--- src/rtl/lsd_pkg.sv ---
package lsd_pkg;
  typedef enum logic {CH_RUN = 1'b0, CH_RETRY = 1'b1} ch_state_t;
endpackage

--- src/rtl/lsd_sync.sv ---
module lsd_sync #(
  parameter int W = 1
) (
  input  logic         clk,
  input  logic         rst_n,
  input  logic [W-1:0] d,
  output logic [W-1:0] q
);
  logic [W-1:0] meta;

  always_ff @(posedge clk or negedge rst_n) begin
    if (!rst_n) begin
      meta <= '0;
      q    <= '0;
    end else begin
      meta <= d;
      q    <= meta;
    end
  end
endmodule

--- src/rtl/lsd_chan.sv ---
module lsd_chan
  import lsd_pkg::*;
#(
  parameter int DEG_CYC = 350,
  parameter int RET_CYC = 120000
) (
  input  logic clk,
  input  logic rst_n,
  input  logic soft_rst,
  input  logic oc,
  output logic retry
);
  localparam int DW = $clog2(DEG_CYC + 1);
  localparam int RW = $clog2(RET_CYC + 1);
  localparam logic [DW-1:0] DEG_LAST = DW'(DEG_CYC - 1);
  localparam logic [RW-1:0] RET_LAST = RW'(RET_CYC - 1);

  ch_state_t     st;
  logic [DW-1:0] deg_cnt;
  logic [RW-1:0] ret_cnt;

  always_ff @(posedge clk or negedge rst_n) begin
    if (!rst_n) begin
      st      <= CH_RUN;
      deg_cnt <= '0;
      ret_cnt <= '0;
    end else if (soft_rst) begin
      st      <= CH_RUN;
      deg_cnt <= '0;
      ret_cnt <= '0;
    end else begin
      case (st)
        CH_RUN: begin
          ret_cnt <= '0;
          if (!oc) begin
            deg_cnt <= '0;
          end else if (deg_cnt == DEG_LAST) begin
            deg_cnt <= '0;
            st      <= CH_RETRY;
          end else begin
            deg_cnt <= deg_cnt + 1'b1;
          end
        end
        default: begin
          deg_cnt <= '0;
          if (ret_cnt == RET_LAST) begin
            ret_cnt <= '0;
            st      <= CH_RUN;
          end else begin
            ret_cnt <= ret_cnt + 1'b1;
          end
        end
      endcase
    end
  end

  assign retry = (st == CH_RETRY);
endmodule

--- src/rtl/lsd_fault_ctrl.sv ---
module lsd_fault_ctrl #(
  parameter int NCH     = 4,
  parameter int DEG_CYC = 350,
  parameter int RET_CYC = 120000
) (
  input  logic           clk,
  input  logic           rst_n,
  input  logic [NCH-1:0] cmd_in,
  input  logic           en_n,
  input  logic           clr,
  input  logic [NCH-1:0] oc_flag,
  input  logic           ot_flag,
  input  logic           uv_flag,
  output logic [NCH-1:0] gate_en,
  output logic           fault_n
);
  localparam int SW = 2 * NCH + 4;

  logic [SW-1:0]  raw_in;
  logic [SW-1:0]  syn;
  logic [NCH-1:0] in_s;
  logic [NCH-1:0] oc_s;
  logic           en_s;
  logic           clr_s;
  logic           ot_s;
  logic           uv_s;
  logic           soft_rst;
  logic [NCH-1:0] retry;
  logic           drive_ok;

  assign raw_in = {uv_flag, ot_flag, clr, en_n, oc_flag, cmd_in};

  lsd_sync #(.W(SW)) u_sync (
    .clk  (clk),
    .rst_n(rst_n),
    .d    (raw_in),
    .q    (syn)
  );

  assign in_s  = syn[NCH-1:0];
  assign oc_s  = syn[2*NCH-1:NCH];
  assign en_s  = syn[2*NCH];
  assign clr_s = syn[2*NCH+1];
  assign ot_s  = syn[2*NCH+2];
  assign uv_s  = syn[2*NCH+3];

  assign soft_rst = clr_s | uv_s;

  for (genvar i = 0; i < NCH; i++) begin : g_ch
    lsd_chan #(.DEG_CYC(DEG_CYC), .RET_CYC(RET_CYC)) u_chan (
      .clk     (clk),
      .rst_n   (rst_n),
      .soft_rst(soft_rst),
      .oc      (oc_s[i]),
      .retry   (retry[i])
    );
  end

  assign drive_ok = ~en_s & ~ot_s & ~soft_rst;
  assign gate_en  = in_s & ~retry & {NCH{drive_ok}};
  assign fault_n  = ~(((|retry) | ot_s) & ~soft_rst);
endmodule

--- config.mk ---
export PLATFORM = sky130hd
export DESIGN_NAME = lsd_fault_ctrl
export DESIGN_NICKNAME = d
export VERILOG_FILES = /design/src/rtl/lsd_pkg.sv /design/src/rtl/lsd_sync.sv /design/src/rtl/lsd_chan.sv /design/src/rtl/lsd_fault_ctrl.sv
export SDC_FILE = /design/constraint.sdc
export NUM_CORES = 1
export LEC_CHECK = 0
export BUFFER_PORTS_ARGS = -buffer_cell sky130_fd_sc_hd__buf_2
export CAP_MARGIN = 5
export CELL_PAD_IN_SITES_DETAIL_PLACEMENT = 0
export CELL_PAD_IN_SITES_GLOBAL_PLACEMENT = 1
export CORE_UTILIZATION = 40
export CTS_CLUSTER_DIAMETER = 60
export DETAILED_ROUTE_END_ITERATION = 12
export PLACE_DENSITY = 0.64
export SYNTH_ARGS = -nofsm -noshare
export SYNTH_HDL_FRONTEND = slang
export SYNTH_SLANG_ARGS = --single-unit
--- constraint.sdc ---
create_clock -name clk -period 2.6 [get_ports clk]
set_input_delay 0.52 -clock clk [delete_from_list [all_inputs] [get_ports clk]]
set_output_delay 0.52 -clock clk [all_outputs]
set_load 0.01 [all_outputs]
==> results of run 1 <==
-- metal layers --
| metal | global-route usage | share of wire |
|---|---|---|
| met1 | 0.232 | 0.50 |
| met3 | 0.0540 | 0.035 |
| met2 | 0.245 | 0.45 |
| met4 | 0.0663 | 0.013 |
| met5 | 0 | 0.00072 |
-- registers in the layout (all words and copies together), names as in the netlist --
name / flops
g_ch.u_chan.retry: 4
u_sync.q: 12
u_sync.meta: 12
g_ch.u_chan.deg_cnt: 36
g_ch.u_chan.ret_cnt: 68
-- worst reg2reg max path, cell delays in order, from the launching register on --
cell and delay, ns:
dfrtp_1 0.44, or4b_1 0.52, or4_4 0.44, o211ai_4 0.45, o21ai_0 0.19
-- cell type report --
| type | instances | share of cell area |
|---|---|---|
| multi-input combinational | 397 | 0.357 |
| clock inverter | 8 | 0.0213 |
| tap | 180 | 0.0328 |
| sequential | 132 | 0.481 |
| clock buffer | 24 | 0.0716 |
| antenna | 1 | 0.000364 |
| timing repair buffer | 29 | 0.0279 |
| inverter | 15 | 0.00820 |
-- where the power goes --
part           switching (W)  internal, W
Combinational      0.0000592    0.0000215
Sequential         0.0000103      0.00208
Clock               0.000857      0.00171
-- metrics by stage --
stage / area (um2) / power [W] / worst slack (ns) / util
4_1_cts: 6870 / 0.00481 / 0.247 / 0.487
6_report: 6870 / 0.00473 / 0.298 / 0.487
3_3_place_gp: 6230 / 0.00221 / 0.448 / 0.442
5_1_grt: 6870 / 0.00491 / 0.184 / 0.487
3_5_place_dp: 6230 / 0.00221 / 0.407 / 0.442
2_1_floorplan: 5860 / 0.00214 / 0.678 / -
-- cell usage in the layout (no fill, tap or decap), types with 15 or more instances in the layout --
| cell type | n |
|---|---|
| dfrtp_1 | 132 |
| nor2_1 | 115 |
| xnor2_1 | 46 |
| nand3_1 | 45 |
| xor2_1 | 39 |
| nand4_1 | 32 |
| nand2_1 | 20 |
| clkbuf_16 | 17 |
| buf_2 | 17 |
| nor4_1 | 16 |
| inv_1 | 15 |
-- Yosys cell counts, types with 8 or more instances --
cell type / instances
ha_1: 12
xor2_1: 39
nand3_1: 45
nand4_1: 32
nor3_1: 12
xnor2_1: 46
nand2_1: 20
nor4_1: 16
inv_1: 15
nor2_1: 115
clkbuf_1: 8
dfrtp_1: 132
and3_1: 10
-- how the worst max path moves through the flow --
stage | cells after the start | end
finish | 3 | fault_n
detailed placement | 4 | g_ch[2].u_chan.retry
global placement | 4 | g_ch[2].u_chan.retry
global route | 4 | gate_en[0]
floorplan | 5 | g_ch[2].u_chan.ret_cnt[10]
CTS | 3 | fault_n
-- cell families after synthesis --
kind of cell,synth area share
DFF,0.564
buffers and inverters,0.0175
AOI/OAI and AO/OA,0.0216
and+or+nand+nor,0.244
adders and majority gates,0.0256
xor gates and xnor gates,0.127
==> run_results.csv, run 1 <==
group,metric,value,unit
status,status,"completed",
placed_design,dp_hpwl,7460,um
critical_path,crit_fanout,4,
synthesis,synth_flop_cell,"dfrtp_1",
finish,final_cells,786,
grt,antenna_found_initial,1,
placed_design,gp_congestion,0.776,
sta,rsz0062_at_grt,"no",
synthesis,ys_ff_latch,132,
finish,syn_to_final_growth,17.3,%
finish,drive_above_1_share,0.109,
synthesis,synthArstFlopShare,1.00,
clocking,cts_root_buf,"clkbuf_16",
clocking,cts.clk_slew.worst_paths,0.06,ns
detailed_routing,drtIter0Drc,293,
clocking,cts_tree,"yes",
worst_hold_path,hold_class,"in -> async",
sta,finalClockSkew,0.00478,ns
critical_path,cp-start-kind,"register",
grt,gr-usage-all-layers,0.168,
floorplan,die-area,0.0151,mm2
floorplan,core_area,0.0141,mm2
synthesis,ys_seq_area_frac,0.564,
critical_path,critPathRequiredTime,2.08,ns
critical_path,crit_family,"simple AND/OR/NAND/NOR gates",
sta,setup_viol,0,
synthesis,synth_top_cell_area_share,0.564,
floorplan,rows,43,
critical_path,crit_type,"reg -> out",
grt,grt_max_degree,64,
sta,hold_viol,0,
grt,overflow,0,
grt,grt_pass1_vias,4010,
sta,finalSetupTns,0,ns
clocking,cts_buffer_depth,2,
finish,nets,618,
detailed_routing,vias,3992,
power,powerDensity,689,mW/mm2
clocking,cts_htree_levels,4,
synthesis,synth_fp_nets,580,
floorplan,io_pins,19,
grt,grt_pass1_wl,19300,um
finish,multi_input_area,0.00245,mm2
critical_path,crit_start,"g_ch[2].u_chan.retry",
detailed_routing,vias_per_cell,5.08,
sta,period_minus_slack,2.30,ns
critical_path,rr_worst_depth,4,
clocking,cts_setup_buffers,0,
sta,slew_headroom,0.597,
detailed_routing,ant_nets,0,
synthesis,synth-edff-count,0,
clocking,cts_made_buffers,17,
clocking,cts.sinks,132,
synthesis,syn_area,0.00586,mm2
critical_path,r2r_slack,0.40,ns
power,ir_drop,0.548,mV
critical_path,r2r-start,"g_ch[2].u_chan.ret_cnt[11]",
detailed_routing,drt_wl_total,11100,um
synthesis,synth_area_leaders,"dfrtp_1 56%, nor2_1 7.4%, xnor2_1 6.9%",
sta,worst_slew_pin_slew,0.605,ns
detailed_routing,dr.pass1.iters,4,
critical_path,path_buf_inv,1,
placed_design,place_inst,753,
floorplan,start_util,0.415,
critical_path,slowest_delay,0.53,ns
clocking,cts_hold_buf,0,
floorplan,die_h,123,um
synthesis,synth_cell_type_count,37,
synthesis,syn_inst,554,
floorplan,dieWidth,123,um
finish,nFillCells,1301,
clocking,clock_latency,0.41,ns
detailed_routing,wl_per_cell,14.1,um
critical_path,critPathSlowestCell,"or4_1",
synthesis,synth_warnings,0,
synthesis,synth_top_cell_by_area,"dfrtp_1",
power,leakage,2.74,nW
sta,fmax,434,MHz
finish,layout.area.seq,0.00330,mm2
critical_path,crit_chain,"or4_1 -> o21ai_0 -> buf_2",
critical_path,reg2reg_to,"g_ch[2].u_chan.retry",
placed_design,port_buffers,18,
sta,drv_slew,0,
sta,timing.final.crit_share,0.885,
synthesis,avgSynthCellArea,10.6,um2
detailed_routing,drcViolationCount,0,
sta,whs,0.0625,ns
job,cap_violations,0,
critical_path,cp-end-kind,"output pin",
critical_path,crit_arrival,1.78,ns
clocking,cts_resized,0,
No activity file was read; power rests on OpenSTA's default activity.
==> inputs of run 2 (changes only) <==
--- a/config.mk
+++ b/config.mk
@@ -12,7 +12,8 @@
 export CORE_UTILIZATION = 40
 export CTS_CLUSTER_DIAMETER = 60
 export DETAILED_ROUTE_END_ITERATION = 12
-export PLACE_DENSITY = 0.64
+export GPL_TIMING_DRIVEN = 0
+export PLACE_DENSITY = 0.67
 export SYNTH_ARGS = -nofsm -noshare
 export SYNTH_HDL_FRONTEND = slang
 export SYNTH_SLANG_ARGS = --single-unit
==> constraint.sdc (replaced) <==
create_clock -name clk -period 1.9 [get_ports clk]
set_input_delay 0.38 -clock clk [delete_from_list [all_inputs] [get_ports clk]]
set_output_delay 0.38 -clock clk [all_outputs]
set_load 0.01 [all_outputs]
==> run_results.csv, run 2 (synthesized netlist as in run 1, its figures left out) <==
group,metric,value,unit
grt,antenna_found_initial,0,
finish,design_area,0.00709,mm2
grt,overflow,0,
placed_design,place_area,0.00621,mm2
floorplan,dieWidth,123,um
finish,nets,636,
critical_path,path_buf_inv,1,
placed_design,port_buffers,18,
sta,worst_slack,-0.130,ns
clocking,cts_root_buf,"clkbuf_16",
detailed_routing,wl_per_cell,14.0,um
detailed_routing,vias,4042,
detailed_routing,vias_per_cell,5.03,
grt,grt_pass1_wl,19300,um
detailed_routing,drt_wl_total,11200,um
floorplan,rows,43,
critical_path,critPathSlowestCell,"or4_4",
power,finalPower,0.00625,W
clocking,cts.clk_slew.worst_paths,0.06,ns
status,failed_checks,"negative setup slack",
placed_design,dp_hpwl,7110,um
clocking,cts_tree,"yes",
placed_design,gp_congestion,0.798,
floorplan,start_util,0.415,
floorplan,io_pins,19,
sta,period_minus_slack,2.03,ns
critical_path,crit_chain,"or4_4 -> o21ai_4 -> buf_6",
finish,final_cells,803,
worst_hold_path,hold_class,"in -> reg",
critical_path,critPathRequiredTime,1.52,ns
sta,slew_headroom,0.676,
status,status,"finished, violations left",
sta,fmax,493,MHz
clocking,cts_htree_levels,4,
power,ir_drop,0.687,mV
finish,final_cell_mix,"128 x dfrtp_1, 102 x nor2_1, 46 x xnor2_1",
grt,grt_use_met3,0.0544,
critical_path,crit_family,"simple AND/OR/NAND/NOR gates",
grt,gr-usage-all-layers,0.168,
grt,busiest_layer,"met2",
finish,mostFrequentLayoutCell,"dfrtp_1",
grt,grt_pass1_vias,3974,
sta,whs,0.0601,ns
critical_path,cp-end-kind,"output pin",
floorplan,die_h,123,um
detailed_routing,drcViolationCount,0,
grt,use_met2,0.246,
clocking,clock_latency,0.42,ns
floorplan,core_area,0.0141,mm2
clocking,cts_buffer_depth,2,
critical_path,crit_type,"reg -> out",
sta,hold_viol,0,
job,cap_violations,0,
floorplan,die-area,0.0151,mm2
finish,nFillCells,1299,
finish,largest_reg_flops,68,
sta,worst_slew_pin_slew,0.486,ns
sta,timing.final.crit_share,1.07,
detailed_routing,dr.pass1.iters,4,
finish,drive_above_1_share,0.167,
finish,diodes,0,
detailed_routing,ant_nets,0,
clocking,cts.sinks,132,
sta,rsz0062_at_grt,"yes",
critical_path,crit_arrival,1.65,ns
grt,grt_max_degree,83,
sta,setup_viol,17,
detailed_routing,drtIter0Drc,299,
critical_path,cp-start-kind,"register",
sta,finalSetupTns,-1.02,ns
clocking,cts_made_buffers,17,
placed_design,place_inst,753,
critical_path,crit_fanout,2,
finish,top_register,"g_ch.u_chan.ret_cnt",
grt,grtUsageMet1,0.228,
finish,largestRegisters,"g_ch.u_chan.ret_cnt: 68 flops, g_ch.u_chan.deg_cnt: 36 flops",
power,powerDensity,882,mW/mm2
sta,drv_slew,0,
finish,syn_to_final_growth,21.0,%
critical_path,slowest_delay,0.55,ns
power,leakage,2.80,nW
sta,finalClockSkew,0.00725,ns
## run 2: cell count changes in the layout (fill, tap and decap cells not counted), sizes merged
cell         delta
inv             +1
clkinv          +3
buf            +10
bufinv          -1
diode           -1
dlygate4sd3     +1
clkinvlp        +2
clkbuf          +2
## run 2: worst paths after layout
| path | from | end | slack (ns) | cells past startpoint |
|---|---|---|---|---|
| min | cmd_in[0] | u_sync.meta[0] | 0.06 | 1 |
| max in group asynchronous | rst_n | g_ch[1].u_chan.retry | 0.65 | 3 |
| max | g_ch[2].u_chan.retry | fault_n | -0.13 | 3 |
| min in group asynchronous | rst_n | g_ch[3].u_chan.ret_cnt[4] | 0.47 | 2 |
| max reg2reg | g_ch[2].u_chan.ret_cnt[11] | g_ch[2].u_chan.ret_cnt[8] | -0.09 | 5 |
| min reg2reg | u_sync.meta[8] | u_sync.q[8] | 0.35 | 0 |
## run 2: cell type report
| cell class | count | area [um2] | area share |
|---|---|---|---|
| buffer | 9 | 47.5 | 0.00671 |
| clock buffer | 19 | 433 | 0.0611 |
| clock inverter | 13 | 159 | 0.0224 |
| inverter | 15 | 56.3 | 0.00795 |
| multi-input combinational | 397 | 2570 | 0.362 |
| sequential | 132 | 3310 | 0.467 |
| tap | 180 | 225 | 0.0318 |
| timing repair buffer | 38 | 289 | 0.0408 |
## run 2: power breakdown
part | total [W] | internal, W | switching (W)
combinational | 0.000122 | 0.0000352 | 0.0000864
clock | 0.00327 | 0.00206 | 0.00122
sequential | 0.00286 | 0.00284 | 0.0000158
total | 0.00625 | 0.00493 | 0.00132
## run 2: timing repair
item                                    in CTS  in global routing
hold buffers                                 1                  0
cloned                                       1                  0
pin swaps                                   17                  7
setup buffers                               10                  7
resized for setup                           30                 13
endpoints found under the setup margin     105                 54
endpoints found under the hold margin       50                  0
## run 2: stage by stage
step,setup slack (ns),util
6_report,-0.130,0.503
3_5_place_dp,-0.702,0.440
5_1_grt,-0.205,0.503
3_3_place_gp,-1.34,0.438
2_1_floorplan,-0.0217,-
4_1_cts,-0.186,0.496
## run 2: layer usage
metal  vias to the layer above  routed length [um]  share of wire
li1                       2025                   -              -
met1                      1953                5690           0.51
met2                        41                4970           0.44
met3                        23                 340          0.030
met4                         0                 205          0.018
met5                         -                   0              0
